==> config.mk <==
export PLATFORM = sky130hd
export DESIGN_NAME = rhl_latch
export DESIGN_NICKNAME = d
export VERILOG_FILES = /design/src/rtl/rhl_pkg.sv /design/src/rtl/rhl_celem.sv /design/src/rtl/rhl_stage.sv /design/src/rtl/rhl_polarity.sv /design/src/rtl/rhl_latch.sv
export SDC_FILE = /design/constraint.sdc
export NUM_CORES = 1
export LEC_CHECK = 0
export ABC_CLOCK_PERIOD_IN_PS = 2200
export BUFFER_PORTS_ARGS = -buffer_cell sky130_fd_sc_hd__buf_2
export CORE_AREA = 3 3 75 49
export CTS_BUF_LIST = sky130_fd_sc_hd__clkbuf_8
export DETAILED_ROUTE_END_ITERATION = 8
export DIE_AREA = 0 0 78 52
export GPL_TIMING_DRIVEN = 0
export PLACE_DENSITY = 0.75
export SKIP_CTS_REPAIR_TIMING = 1
export SYNTH_ARGS = -nofsm -noshare
export SYNTH_HDL_FRONTEND = slang
export SYNTH_SLANG_ARGS = --single-unit
==> constraint.sdc <==
create_clock -name clk -period 2.2 [get_ports clk]
set_input_delay 0.11 -clock clk [delete_from_list [all_inputs] [get_ports clk]]
set_output_delay 0.11 -clock clk [all_outputs]
set_load 0.03 [all_outputs]
==> src/rtl/rhl_pkg.sv <==
package rhl_pkg;

    // Mesh geometry: STAGES must be even so the inverting loop closes on itself
    localparam int unsigned STAGES     = 4;
    localparam int unsigned LANES      = 4;
    localparam int unsigned NODES      = STAGES * LANES;
    localparam int unsigned OUT_LANE   = LANES - 1;
    localparam int unsigned RECOVER_MAX = 8;

    typedef logic [LANES-1:0]            lane_vec_t;
    typedef lane_vec_t [STAGES-1:0]      mesh_t;
    typedef logic [NODES-1:0]            node_mask_t;

    // Inverting two-input C-element: invert on agreement, keep on disagreement
    function automatic logic celem_eval(input logic a, input logic b, input logic prev);
        return (a == b) ? ~a : prev;
    endfunction

    // Consistent mesh contents for a given stored bit
    function automatic mesh_t polarity_mesh(input logic stored);
        mesh_t m;
        for (int s = 0; s < int'(STAGES); s++) begin
            m[s] = (s % 2 == 0) ? {LANES{stored}} : {LANES{~stored}};
        end
        return m;
    endfunction

endpackage

==> src/rtl/rhl_celem.sv <==
module rhl_celem (
    input  logic in_a,
    input  logic in_b,
    input  logic held,
    output logic out_n
);
    import rhl_pkg::*;

    always_comb begin
        out_n = celem_eval(in_a, in_b, held);
    end

endmodule

==> src/rtl/rhl_stage.sv <==
module rhl_stage
    import rhl_pkg::*;
(
    input  lane_vec_t src,
    input  lane_vec_t cur,
    output lane_vec_t nxt
);

    // Lane j reads lanes j and j+1 of the previous stage, wrapping around
    for (genvar j = 0; j < LANES; j++) begin : g_lane
        rhl_celem u_celem (
            .in_a  (src[j]),
            .in_b  (src[(j + 1) % LANES]),
            .held  (cur[j]),
            .out_n (nxt[j])
        );
    end

endmodule

==> src/rtl/rhl_polarity.sv <==
module rhl_polarity
    import rhl_pkg::*;
(
    input  mesh_t      nodes,
    input  logic       stored,
    output node_mask_t mismatch
);

    always_comb begin
        mismatch = nodes ^ polarity_mesh(stored);
    end

endmodule

==> src/rtl/rhl_latch.sv <==
module rhl_latch
    import rhl_pkg::*;
(
    input  logic             clk,
    input  logic             rst,
    input  logic             transparent,
    input  logic             d,
    input  logic [NODES-1:0] upset_mask,
    output logic             q,
    output logic [NODES-1:0] node_err
);

    mesh_t     node_q;
    mesh_t     next_mesh;
    logic      stored_q;
    lane_vec_t ripple [STAGES];
    lane_vec_t closed0;

    // Stage 0 as seen by the mesh this step: the pass path in transparent mode
    assign ripple[0] = transparent ? {LANES{d}} : node_q[0];

    // Stages 1..STAGES-1 settle in order within one step
    for (genvar s = 1; s < STAGES; s++) begin : g_stage
        rhl_stage u_stage (
            .src (ripple[s-1]),
            .cur (node_q[s]),
            .nxt (ripple[s])
        );
    end

    // Clock-gated loop-closing stage, only effective while holding
    rhl_stage u_close (
        .src (ripple[STAGES-1]),
        .cur (node_q[0]),
        .nxt (closed0)
    );

    always_comb begin
        next_mesh[0] = transparent ? {LANES{d}} : closed0;
        for (int s = 1; s < int'(STAGES); s++) begin
            next_mesh[s] = ripple[s];
        end
    end

    always_ff @(posedge clk) begin
        if (rst) begin
            node_q   <= polarity_mesh(1'b0);
            stored_q <= 1'b0;
        end else begin
            node_q <= next_mesh ^ upset_mask;
            if (transparent) begin
                stored_q <= d;
            end
        end
    end

    rhl_polarity u_pol (
        .nodes    (node_q),
        .stored   (stored_q),
        .mismatch (node_err)
    );

    assign q = node_q[0][OUT_LANE];

endmodule

==> results summary <==
Synthesis inferred 17 register bits. The worst-case setup margin in the final layout is about 0.023 ns. Max-cap violations in this run came to 0. Relative to the synthesized area, the layout overhead comes to 33.80%. The remaining antenna violation count after routing came out at 0. In the routed layout, each cell is associated on average with a via count of 5.355.

The leakage power figure came out at roughly 0.75 nW. The total of buffers placed on input and output ports came out at 36. The worst setup path is captured at a flop. Setup violations remaining at the end of the flow were counted as 0. The count of cells in the finished layout, fillers not included, comes to 245. The maximum clock skew at final layout came out at 0.002808 ns. The total die area is 4056 sq um. The number of diodes added for antenna fixing came out at 0. The worst slew slack as a fraction of its limit came out at approximately three fifths. The analysis attributes to net switching a power of 480.8 uW. After layout, the design draws a total of 1.160 mW. The total track usage is 18.44%. Averaged over all synthesized cells, the footprint is 8.694 sq um.

The wire-length estimate of the detail-placed layout is between 2000 and 3000 microns. The total number of vias came out at 1,312. The count of buffer and inverter cells on the critical path is 1. Clock tree synthesis selected as its root buffer the cell sky130_fd_sc_hd__clkbuf_8. The maximum number of pins on one net before global-route repair came out at 11. The number of antenna violations at the first check in global routing was 0.

The count of standard-cell rows is 16. The worst hold margin came out at 0.07306 ns. After detailed routing, the number of remaining DRC violations is 0. The critical path goes through nand3b_1 > o211a_1 > buf_6 > a22oi_2 > o31ai_2 > a21oi_2 > maj3_1 > xnor2_1 > a221oi_2. The initial utilization of the core area, before any placement, comes to 43.15%.

The number of synthesis warnings is 0. The setup slack at placement is -0.1489 ns. The wire length of the first global-routing pass came out at approximately 5800 microns. The clock slew seen by the registers of the worst setup and hold paths is ~0.07 ns. STA classifies the critical path startpoint as a flop.

The number of hold-slack violations in the final timing report came out at 0. The peak per-stage delay on the critical path came out at 0.40 ns. Sequential cells account for 33.9% of the total power. The number of global-route vias before repair came to 1,165. The number of pins with negative max-slew slack in the final report came out at 0. The instance count of the mapped netlist came out at 155. The synthesized netlist net count came out at between 150 and 200.

For the pin with the worst max-slew slack, the measured transition is roughly 0.60 ns. The number of buffers on the longest clock path came out at 2. The total grt overflow came out at 0. In this run the cell area of the synthesized design comes to between 1000 and 1500 sq um.

The run finished with clean final reports. The worst ir drop on vdd came out at 288.5 uV. The number of different library cells in the post-synthesis netlist is 49. The area of the core is 3123 sq um.

At the worst endpoint, the required time is between 2 and 2.5 ns. The number of DRC markers after the initial detailed-route iteration is 92. The clock drives 17 sinks. The number of nets in the finished design is 221. The share of layout cells above drive strength 1 is 40.00%. From bottom edge to top edge, the die measures 52 microns. The sequential element share of the synthesized area came out at 25.26%. The part of the total power dissipated in combinational logic is 45.1%. Dividing total power by cell area gives a power density of 643.4 nW/um^2. The kind of cell with the highest combined delay along the critical path is compound AO/OA/AOI/OAI gates. The path type of the worst min-delay path is input port to flop. The endpoint arrival time on the critical path came out at 2.35 ns. The number of top-level pins is 37. In the layout the commonest cells are sky130_fd_sc_hd__buf_2, sky130_fd_sc_hd__xnor2_1, sky130_fd_sc_hd__xor2_1. TritonCTS built the clock tree. The floorplan step set the die width to roughly 80 microns. Counting tap cells, the placed design contains a total of 236 instances.

The worst path uses 98.95% of the clock period. The slowest stage of the critical path belongs to the cell sky130_fd_sc_hd__dfxtp_4. The highest clock rate came out at 459.4 MHz. The average detailed-routed wire length per instance is 15.76 microns.

Setup repair after global routing could not meet its margin everywhere. In this run the number of H-tree levels came out at 1. The total wire length after detailed routing is 3862 microns. The iteration count of the initial detailed-routing pass came out at 4. The routability congestion estimate came out at 0.9265. The most common cell after layout, fill and taps aside is sky130_fd_sc_hd__buf_2. The clock network power share came out at a little over a fifth. For the worst-skew pair, the clock arrives at the later sink with an insertion delay of about 0.26 ns. The worst path needs 2.177 ns of the cycle, external delays included. By startpoint and endpoint, the worst setup path is classified as flop to flop. The number of buffers inserted during clock tree synthesis came out at 3. The cell internal power dissipation came out at 679.3 uW. The peak fanout along the critical path came out at 10. Net switching is between 40% and 50% of the power.
[state kept, by name (all words and copies together), names as in the netlist]
name	cells
stored_q	1
node_q	15
q	1
[final timing paths]
kind	start	endpoint	slack (ns)	cells past startpoint
hold / removal	upset_mask[14]	node_q[14]	0.07	3
setup / recovery	q	node_q[0]	0.02	9
hold reg to reg	node_q[1]	node_q[1]	0.77	3
setup reg to reg	q	node_q[0]	0.02	9
[kinds of logic (layout without fill, tap and decap cells)]
kind of cell,after synthesis,after routing,synth area share (%)
flops,17,17,25.26
xor+xnor,33,33,21.45
compound gates,43,43,27.95
buf+inv,14,59,4.642
fa+ha+maj,7,7,5.385
simple gates,41,41,15.32
[cell usage after synthesis, drive strengths merged]
library cell / n / area share, %
a211o: 1 / 0.65
a211oi: 2 / 2.4
a21bo: 1 / 0.74
a21boi: 1 / 0.56
a21o: 2 / 1.1
a21oi: 3 / 1.4
a221oi: 3 / 2.4
a22o: 1 / 0.65
a22oi: 3 / 2.0
a311oi: 2 / 1.3
a31oi: 1 / 0.46
and2: 1 / 0.46
buf: 4 / 1.9
clkbuf: 6 / 1.7
dfxtp: 17 / 25
inv: 4 / 1.1
maj3: 7 / 5.4
nand2: 10 / 3.0
nand2b: 12 / 5.8
nand3: 1 / 0.37
nand3b: 1 / 0.56
nor2: 11 / 3.1
nor2b: 2 / 0.93
nor3: 2 / 0.74
o211a: 1 / 0.74
o211ai: 5 / 3.2
o21a: 1 / 0.56
o21ai: 5 / 1.9
o21ba: 2 / 1.5
o221a: 2 / 1.7
o221ai: 1 / 1.1
o22ai: 2 / 0.93
o31ai: 3 / 2.0
o41ai: 1 / 0.65
or2: 1 / 0.46
xnor2: 19 / 12
xor2: 14 / 9.1
[cell type report]
| cell class | count | area (sq um) |
|---|---|---|
| plain buffers | 10 | 55.05 |
| clock buffers | 3 | 41.29 |
| clock inverters | 1 | 3.754 |
| fillers | 291 | 1320 |
| inverters | 4 | 15.01 |
| multi-input cells | 124 | 1062 |
| flip-flops and latches | 17 | 351.6 |
| well taps | 45 | 56.30 |
| repair buffers | 41 | 217.7 |
[power by group through the flow]
stage / Clock (mW) / Combinational [mW] / Sequential [mW]
after floorplan: 0 / 0.350 / 0.381
after global placement: 0 / 0.454 / 0.389
after detailed placement: 0 / 0.463 / 0.389
after CTS: 0.247 / 0.466 / 0.382
after global routing: 0.264 / 0.562 / 0.398
final: 0.243 / 0.524 / 0.393
[worst register-to-register path, cell delays in order, from the launching register on]
cell                       delay (ns)
sky130_fd_sc_hd__dfxtp_4         0.40
sky130_fd_sc_hd__nand3b_1        0.15
sky130_fd_sc_hd__o211a_1         0.18
sky130_fd_sc_hd__buf_6           0.15
sky130_fd_sc_hd__a22oi_2         0.11
sky130_fd_sc_hd__o31ai_2         0.24
sky130_fd_sc_hd__a21oi_2         0.10
sky130_fd_sc_hd__maj3_1          0.40
sky130_fd_sc_hd__xnor2_1         0.15
sky130_fd_sc_hd__a221oi_2        0.22
[metrics by stage]
stage | setup TNS, ns | cell area, sq um | utilization [%]
4_1_cts | -0.3858 | 1637 | 52.40
2_1_floorplan | 0 | 1355 | -
3_5_place_dp | -0.2568 | 1592 | 50.96
5_1_grt | -0.1126 | 1803 | 57.73
6_report | 0 | 1803 | 57.73
3_3_place_gp | -0.1243 | 1592 | 50.96
[layer usage]
layer / track usage (%) / vias to the layer above / part of all wire, % / wire length (microns)
met3: 5.709 / 2 / 9.6 / 370
met4: 3.488 / 0 / 0.34 / 13
met1: 25.70 / 624 / 45 / 1725
met2: 28.13 / 52 / 45 / 1753
met5: 0 / - / 0 / 0
li1: - / 634 / - / -
Power figures use the tool's default switching activity.
